===== src/rtl/pcap_pkg.sv =====
package pcap_pkg;
    typedef enum logic [1:0] {
        ST_OFF,
        ST_WAIT_QUIET,
        ST_READY,
        ST_LINE
    } cap_state_e;
endpackage


===== src/rtl/pcap_in_stage.sv =====
// Input register stage: registers the sensor qualifiers and data, and keeps
// one more copy of each qualifier for edge detection.
module pcap_in_stage #(
    parameter int DATA_W = 8
) (
    input  logic              clk,
    input  logic              rst_n,
    input  logic              fval_i,
    input  logic              lval_i,
    input  logic [DATA_W-1:0] pix_i,
    output logic              fv_o,
    output logic              lv_o,
    output logic              fv_prev_o,
    output logic              lv_prev_o,
    output logic [DATA_W-1:0] dat_o
);
    typedef struct packed {
        logic              fv;
        logic              lv;
        logic              fv_prev;
        logic              lv_prev;
        logic [DATA_W-1:0] dat;
    } in_regs_t;

    in_regs_t in_d, in_q;

    always_comb begin
        in_d         = in_q;
        in_d.fv      = fval_i;
        in_d.lv      = lval_i;
        in_d.fv_prev = in_q.fv;
        in_d.lv_prev = in_q.lv;
        in_d.dat     = pix_i;
    end

    always_ff @(posedge clk) begin
        if (!rst_n) in_q <= '0;
        else        in_q <= in_d;
    end

    assign fv_o      = in_q.fv;
    assign lv_o      = in_q.lv;
    assign fv_prev_o = in_q.fv_prev;
    assign lv_prev_o = in_q.lv_prev;
    assign dat_o     = in_q.dat;
endmodule


===== src/rtl/pcap_line_track.sv =====
// Line index per frame and frame-done pulse.
module pcap_line_track #(
    parameter int LINE_W = 12
) (
    input  logic              clk,
    input  logic              rst_n,
    input  logic              fv_i,
    input  logic              fv_prev_i,
    input  logic              eol_emit_i,
    output logic [LINE_W-1:0] line_cnt_o,
    output logic              frame_done_o
);
    typedef struct packed {
        logic [LINE_W-1:0] cnt;
        logic              done;
    } trk_regs_t;

    trk_regs_t trk_d, trk_q;
    logic frame_start;
    logic frame_end;

    assign frame_start = fv_i && !fv_prev_i;
    assign frame_end   = !fv_i && fv_prev_i;

    always_comb begin
        trk_d      = trk_q;
        trk_d.done = frame_end;
        if (frame_start)     trk_d.cnt = '0;
        else if (eol_emit_i) trk_d.cnt = trk_q.cnt + 1'b1;
    end

    always_ff @(posedge clk) begin
        if (!rst_n) trk_q <= '0;
        else        trk_q <= trk_d;
    end

    assign line_cnt_o   = trk_q.cnt;
    assign frame_done_o = trk_q.done;

    // the frame-done pulse never lasts more than one cycle
    a_r8_done_single: assert property (@(posedge clk) disable iff (!rst_n)
        trk_q.done |=> !trk_q.done);
endmodule


===== src/rtl/pcap_seq.sv =====
// Capture sequencer: waits for a clean line start, holds one byte back so the
// last byte of a line can be flagged, and registers the output stream.
module pcap_seq
    import pcap_pkg::*;
#(
    parameter int DATA_W = 8,
    parameter int LINE_W = 12
) (
    input  logic              clk,
    input  logic              rst_n,
    input  logic              cap_en_i,
    input  logic              fv_i,
    input  logic              lv_i,
    input  logic              lv_prev_i,
    input  logic [DATA_W-1:0] dat_i,
    input  logic [LINE_W-1:0] line_cnt_i,
    output logic [DATA_W-1:0] px_data_o,
    output logic              px_valid_o,
    output logic              sol_o,
    output logic              eol_o,
    output logic [LINE_W-1:0] line_o,
    output logic              eol_emit_o
);
    typedef struct packed {
        cap_state_e        st;
        logic [DATA_W-1:0] pend_dat;
        logic              pend_sol;
        logic [DATA_W-1:0] out_dat;
        logic              out_vld;
        logic              out_sol;
        logic              out_eol;
        logic [LINE_W-1:0] out_line;
    } seq_regs_t;

    seq_regs_t seq_d, seq_q;
    logic qual_both;

    assign qual_both = fv_i && lv_i;

    always_comb begin
        seq_d         = seq_q;
        seq_d.out_vld = 1'b0;
        seq_d.out_sol = 1'b0;
        seq_d.out_eol = 1'b0;
        case (seq_q.st)
            ST_OFF: begin
                if (cap_en_i) seq_d.st = ST_WAIT_QUIET;
            end
            ST_WAIT_QUIET: begin
                if (!cap_en_i) seq_d.st = ST_OFF;
                else if (!lv_i) seq_d.st = ST_READY;
            end
            ST_READY: begin
                if (!cap_en_i) begin
                    seq_d.st = ST_OFF;
                end else if (qual_both && !lv_prev_i) begin
                    seq_d.st       = ST_LINE;
                    seq_d.pend_dat = dat_i;
                    seq_d.pend_sol = 1'b1;
                end
            end
            ST_LINE: begin
                seq_d.out_vld  = 1'b1;
                seq_d.out_dat  = seq_q.pend_dat;
                seq_d.out_sol  = seq_q.pend_sol;
                seq_d.out_line = line_cnt_i;
                if (qual_both) begin
                    seq_d.pend_dat = dat_i;
                    seq_d.pend_sol = 1'b0;
                end else begin
                    seq_d.out_eol = 1'b1;
                    seq_d.st      = cap_en_i ? ST_READY : ST_OFF;
                end
            end
            default: seq_d.st = ST_OFF;
        endcase
    end

    always_ff @(posedge clk) begin
        if (!rst_n) seq_q <= '0;
        else        seq_q <= seq_d;
    end

    assign px_data_o  = seq_q.out_dat;
    assign px_valid_o = seq_q.out_vld;
    assign sol_o      = seq_q.out_sol;
    assign eol_o      = seq_q.out_eol;
    assign line_o     = seq_q.out_line;
    assign eol_emit_o = seq_d.out_eol;

    // inside a line, a byte that is not the last is followed by another
    a_r9_no_gap: assert property (@(posedge clk) disable iff (!rst_n)
        (seq_q.out_vld && !seq_q.out_eol) |=> seq_q.out_vld);

    // the stream is idle for at least one cycle after a line's last byte
    a_r4_gap_after_eol: assert property (@(posedge clk) disable iff (!rst_n)
        seq_q.out_eol |=> !seq_q.out_vld);
endmodule


===== src/rtl/pix_capture.sv =====
module pix_capture #(
    parameter int DATA_W = 8,
    parameter int LINE_W = 12
) (
    input  logic              clk,
    input  logic              rst_n,
    input  logic              cap_en_i,
    input  logic              fval_i,
    input  logic              lval_i,
    input  logic [DATA_W-1:0] pix_i,
    output logic [DATA_W-1:0] px_data_o,
    output logic              px_valid_o,
    output logic              sol_o,
    output logic              eol_o,
    output logic [LINE_W-1:0] line_o,
    output logic              frame_done_o
);
    logic              fv_r, lv_r, fv_prev_r, lv_prev_r;
    logic [DATA_W-1:0] dat_r;
    logic [LINE_W-1:0] line_cnt;
    logic              eol_emit;

    pcap_in_stage #(.DATA_W(DATA_W)) u_in (
        .clk       (clk),
        .rst_n     (rst_n),
        .fval_i    (fval_i),
        .lval_i    (lval_i),
        .pix_i     (pix_i),
        .fv_o      (fv_r),
        .lv_o      (lv_r),
        .fv_prev_o (fv_prev_r),
        .lv_prev_o (lv_prev_r),
        .dat_o     (dat_r)
    );

    pcap_seq #(.DATA_W(DATA_W), .LINE_W(LINE_W)) u_seq (
        .clk        (clk),
        .rst_n      (rst_n),
        .cap_en_i   (cap_en_i),
        .fv_i       (fv_r),
        .lv_i       (lv_r),
        .lv_prev_i  (lv_prev_r),
        .dat_i      (dat_r),
        .line_cnt_i (line_cnt),
        .px_data_o  (px_data_o),
        .px_valid_o (px_valid_o),
        .sol_o      (sol_o),
        .eol_o      (eol_o),
        .line_o     (line_o),
        .eol_emit_o (eol_emit)
    );

    pcap_line_track #(.LINE_W(LINE_W)) u_trk (
        .clk          (clk),
        .rst_n        (rst_n),
        .fv_i         (fv_r),
        .fv_prev_i    (fv_prev_r),
        .eol_emit_i   (eol_emit),
        .line_cnt_o   (line_cnt),
        .frame_done_o (frame_done_o)
    );

    // every output byte was sampled with both qualifiers high
    a_r3_valid_needs_quals: assert property (@(posedge clk) disable iff (!rst_n)
        px_valid_o |-> $past(fval_i && lval_i, 3));

    // a line's first byte was preceded by a low line qualifier
    a_r5_sol_after_quiet: assert property (@(posedge clk) disable iff (!rst_n)
        (px_valid_o && sol_o) |-> !$past(lval_i, 4));

    // the line index does not change inside a line
    a_r7_line_stable: assert property (@(posedge clk) disable iff (!rst_n)
        (px_valid_o && !sol_o) |-> $stable(line_o));

    // line flags only ride on valid bytes
    a_r4_flags_with_valid: assert property (@(posedge clk) disable iff (!rst_n)
        (sol_o || eol_o) |-> px_valid_o);
endmodule


===== config.mk =====
export PLATFORM = sky130hd
export DESIGN_NAME = pix_capture
export DESIGN_NICKNAME = d
export VERILOG_FILES = /design/src/rtl/pcap_pkg.sv /design/src/rtl/pcap_in_stage.sv /design/src/rtl/pcap_line_track.sv /design/src/rtl/pcap_seq.sv /design/src/rtl/pix_capture.sv
export SDC_FILE = /design/constraint.sdc
export NUM_CORES = 1
export LEC_CHECK = 0
export ABC_AREA = 1
export BUFFER_PORTS_ARGS = -buffer_cell sky130_fd_sc_hd__buf_2
export CAP_MARGIN = 15
export CORE_AREA = 2 2 89 57
export DETAILED_ROUTE_END_ITERATION = 7
export DIE_AREA = 0 0 91 59
export PLACE_DENSITY_LB_ADDON = 0.2
export SLEW_MARGIN = 5
export SYNTH_ARGS = -nofsm -noshare
export SYNTH_HDL_FRONTEND = slang
export SYNTH_SLANG_ARGS = --single-unit

===== constraint.sdc =====
create_clock -name clk -period 1.4 [get_ports clk]
set_input_delay 0.07 -clock clk [delete_from_list [all_inputs] [get_ports clk]]
set_output_delay 0.07 -clock clk [all_outputs]
set_load 0.02 [all_outputs]

* Yosys cells after proc, flatten, opt, wreduce, memory -nomap -nowiden
Index checks and enable logic that the tools add are counted.
** Word-level totals
- Bits in registers :: 59
- Bits of input ports :: 13
- Output and inout port bits :: 24
- Word-level logic and storage cells :: 53
** Cells by class
- Add/subtract/negate cells :: 1
- Equality and inequality tests :: 10
- Multiplexer cells :: 13
- Bitwise operators :: 1
- Reductions and logical operators :: 13
** Operators with widths (number)
- 9-bit two-way mux :: 2
- 9-bit case mux with 2 select lines :: 1
- 15-bit two-way mux :: 1
- 12-bit by 1-bit adder with 12-bit output (second input constant) :: 1
- 2-bit two-way mux :: 6
- 11-bit two-way mux :: 1
- 2-bit case mux with 4 select lines :: 1
- 4-bit AND reduction :: 2
- 2-bit != test (second input constant) :: 3
- 2-bit equality test (second input constant) :: 2
- 1-bit logical AND :: 4
- 2-bit by 1-bit != test with 1-bit output (second input constant) :: 2
- 1-bit logical NOT :: 3
- 3-bit by 2-bit != test with 1-bit output (second input constant) :: 1
- 3-bit != test (second input constant) :: 1
- 2-bit by 1-bit equality test with 1-bit output (second input constant) :: 1
- 2-bit logical NOT :: 1
- 2-bit AND reduction :: 1
- 2-bit nonzero test :: 1
- 2-bit OR reduction :: 1
- 1-bit two-way mux :: 1
- 1-bit inverter :: 1

* Logic depth before layout (Yosys ltp)
- Depth in word-level cells :: 5
- Depth in mapped cells :: 8
- Gate-level depth less buffers :: 8

* By module
Synthesis repeated with hierarchy kept, for this count alone.
** Second synthesis, totals
- Cells, all modules :: 325
- Area, all modules :: 2431.1 um2
** Modules (own cells, without submodules)
- pcap_seq :: times used 1, cells an instance 196, area an instance 1465.2 um2
- pcap_line_track :: times used 1, cells an instance 92, area an instance 624.3 um2
- pcap_in_stage :: times used 1, cells an instance 37, area an instance 341.6 um2

* Worst setup path after synthesis
OpenSTA, ideal clock, no wires.
- Path type :: flip-flop to flip-flop
- From :: reg u_trk.trk_q, in the netlist u_trk.line_cnt_o[1]
- To :: reg u_trk.trk_q, in the netlist u_trk.line_cnt_o[4]
- Setup time :: 0.118 ns
- Arrival :: 1.037 ns
- Setup slack :: 0.245 ns
- Cell stages (with the launch flop) :: 6
- Path buffers :: 0
- Clock period less this slack :: 1.155 ns
- Cell sequence :: dfxtp_1 ha_1 nand3_1 nor2_8 xor2_1 nor2_1
** On the way
- Word-level cells in the longest chain between the ends :: 1
** RTL lines
- start: declaration :: RTL line pcap_line_track.sv:18 : trk_regs_t trk_d, trk_q;
- start signal: assignment :: RTL line pcap_line_track.sv:34 : else trk_q <= trk_d;
- 12-bit by 1-bit adder with 12-bit output :: RTL line pcap_line_track.sv:29 : else if (eol_emit_i) trk_d.cnt = trk_q.cnt + 1'b1;
Every way passes these cells.
A chain may end at the register's enable or synchronous reset.

* Worst setup path in the final report
Ends and elaborated chain as after synthesis.

==> reports/metrics.yaml <==
die_x_um: 91
critical_path_class: "register to register"
synth_area_per_cell_um2: 7.92
holdWs_ns: 0.0993
synth.most_common_cell: "dfxtp_1"
nFillCells: 414
regArea_um2: 1180
rsz0062_at_grt: "no"
worst-path-buf-inv: 0
relSlewSlack: 0.775
pwr-share-seq: 0.475
yosysTopAreaCell: "dfxtp_1"
crit_slowest_cell: "dfxtp_1"
multi_input_area_um2: 947
layout.nets: 358
timing.critical_path.fanout_max: 5
final_area_um2: 2880
power.density_nw_per_um2: 1320
wirelength_um: 4900
startpoint: "u_trk.line_cnt_o[1]"
status: "finished, final reports clean"
dieArea_um2: 5370
layout-drive-gt1-share: 0.226
drtPass1Iterations: 4
area_delta_synth_final_pct: 16.2
ioPinCount: 37
wl_per_cell_um: 11.9
stdcell_count: 412
clockRootBuffer: "clkbuf_8"
dpl.hpwl_um: 3420
synthesis.area_um2: 2480
leakagePower_nw: 1.39
p_clk_frac: 0.428
coreArea_um2: 4470
max_stage_delay_ns: 0.39
finalHoldViolCount: 0
utilization: 0.644
arrival_ns: 1.48
fmax_mhz: 789
ff2ff_setup_slack_ns: 0.13
fin_crit_sh: 0.905
cp.depth: 5
yosys_warnings: 0
reg2reg_depth: 5
yosysUniqueCellTypes: 25
grt_use_total: 0.201
pwr-share-comb: 0.097
clock_sinks: 59
final.setup_skew_ns: 0.00584
yosys-top-cells-count: "dfxtp_1, nor2_1, nand2_1"
overflow: 0
place_congestion: 0.816
tightestPinTransition_ns: 0.334
switching_share: 0.240
ant_nets: 0
antenna_found_initial: 0
io_buffers: 36
cts_max_path_buffers: 2
routed_via_density: 4.71
syn_nets: 327
seq_area_frac_synth: 0.477
synth.area.top_cells: "dfxtp_1, nor2_1, nand2_1"
critPathLaunchType: "register"
cts_tree: "done"
synthCells: 313
reg2reg_to: "u_trk.line_cnt_o[4]"
vias: 1940
intPower_mw: 2.89
cts_htree_levels: 3
drv_slew: 0
grt_max_degree: 33
min_period_ns: 1.27
drcViolationCount: 0
clk_pin_slew_ns: 0.06
die_h_um: 59
clk_latency_ns: 0.33
finalSetupViolCount: 0
numCtsBuffers: 9
dp.cells: 386
ir_drop_v: 0.000784
n_antenna_cell: 0
path_delay_family: "simple AND/OR/NAND/NOR gates"
setup.worst_path.end: "u_trk.line_cnt_o[4]"
r2r-start: "u_trk.line_cnt_o[1]"
maxCapViolCount: 0
switchingPower_mw: 0.913
grt_pass1_wl_um: 8090
cp_cell_sequence: "ha_1 -> nand3_1 -> nor2_8 -> xor2_1 -> nor2_1"
synth_flop_cell: "dfxtp_1"
placed_area_um2: 2560
drt_iter0_drc: 151
hp-class: "input pin to register"
synth_top_area_share: 0.477
grt_pass1_vias: 1712
whs_path_depth: 3
row_count: 19
ys_ff_latch: 59
initial_utilization: 0.555
ys_async_sr_fraction: 0
crit_path_end_kind: "register"
crit_required_ns: 1.61
fin_setup_tns_ns: 0
synth_edf_count: 0
==> cells by family (layout without fill, tap and decap cells) <==
logic type / after synthesis / in the layout / synth area share
and+or+nand+nor: 135 / 135 / 0.269
buffers and inverters: 68 / 104 / 0.141
DFF: 59 / 59 / 0.477
AOI/OAI and AO/OA: 48 / 48 / 0.101
xor gates and xnor gates: 2 / 2 / 0.00707
adders and majority gates: 1 / 1 / 0.00505
==> placed cells by master, fill, tap and decap left out, types with 4 or more instances in the layout <==
cell and instances:
nand2_4 4, nand2_1 47, dfxtp_1 57, dlygate4sd3_1 10, inv_1 36, nor2_1 51, a21oi_1 17, buf_2 36
nor2_2 10, o21ai_1 8, nand4_1 7, o21ai_0 22, clkbuf_8 9, nand3_1 7
==> routing by layer <==
layer | up-vias | global-route usage | share of wire
met5 | - | 0 | 0
met1 | 853 | 0.291 | 0.52
li1 | 1022 | - | -
met2 | 59 | 0.263 | 0.39
met3 | 6 | 0.0929 | 0.077
met4 | 0 | 0.0584 | 0.011
==> worst reg2reg max path, stage by stage, from the launching register on <==
cell,delay (ns)
dfxtp_1,0.39
ha_1,0.19
nand3_1,0.18
nor2_8,0.18
xor2_1,0.15
nor2_1,0.05
==> power by group through the flow <==
stage	Clock [mW]	Sequential [mW]	Combinational, mW
after CTS	1.66	1.81	0.365
after global placement	0	1.84	0.338
final	1.63	1.81	0.368
after global routing	1.75	1.82	0.413
after floorplan	0	1.84	0.299
after detailed placement	0	1.84	0.343
==> registers in the layout (all words and copies together) (netlist names) <==
name and cells:
u_in.fv_o 1, u_seq.eol_o 1, u_seq.sol_o 1, u_in.dat_o 8, u_trk.frame_done_o 1, u_in.lv_prev_o 1, u_in.fv_prev_o 1, u_seq.line_o 12
u_seq.px_valid_o 1, u_trk.line_cnt_o 12, u_seq.px_data_o 8, u_seq.seq_q 11, u_in.lv_o 1
==> repair_timing <==
action | CTS | global route
hold endpoints to repair | 10 | 0
endpoints found under the setup margin | 0 | 11
hold buffers | 10 | 0
buffers inserted | 0 | 0
resized for setup | 0 | 3
==> cell type report <==
class | instances | area share
well taps | 63 | 0.0274
repair buffers | 48 | 0.104
flip-flops and latches | 59 | 0.411
multi-input cells | 186 | 0.329
clock inverters | 5 | 0.0269
inverters | 40 | 0.0565
clock buffers | 11 | 0.0456
==> per-stage QoR <==
step	total power, mW	worst slack (ns)
2_1_floorplan	2.14	0.245
3_3_place_gp	2.18	0.143
3_5_place_dp	2.19	0.0896
4_1_cts	3.84	0.0799
5_1_grt	3.98	0.0288
6_report	3.80	0.133
==> worst min path at each step <==
stage / from / to / slack (ns)
floorplan: pix_i[0] / u_in.dat_o[0] / 0.17
global placement: fval_i / u_in.fv_o / 0.25
finish: rst_n / u_seq.line_o[6] / 0.1
CTS: rst_n / u_seq.line_o[0] / 0.08
detailed placement: pix_i[6] / u_in.dat_o[6] / 0.26
global route: rst_n / u_seq.line_o[8] / 0.1
No activity file was read; power rests on OpenSTA's default activity.
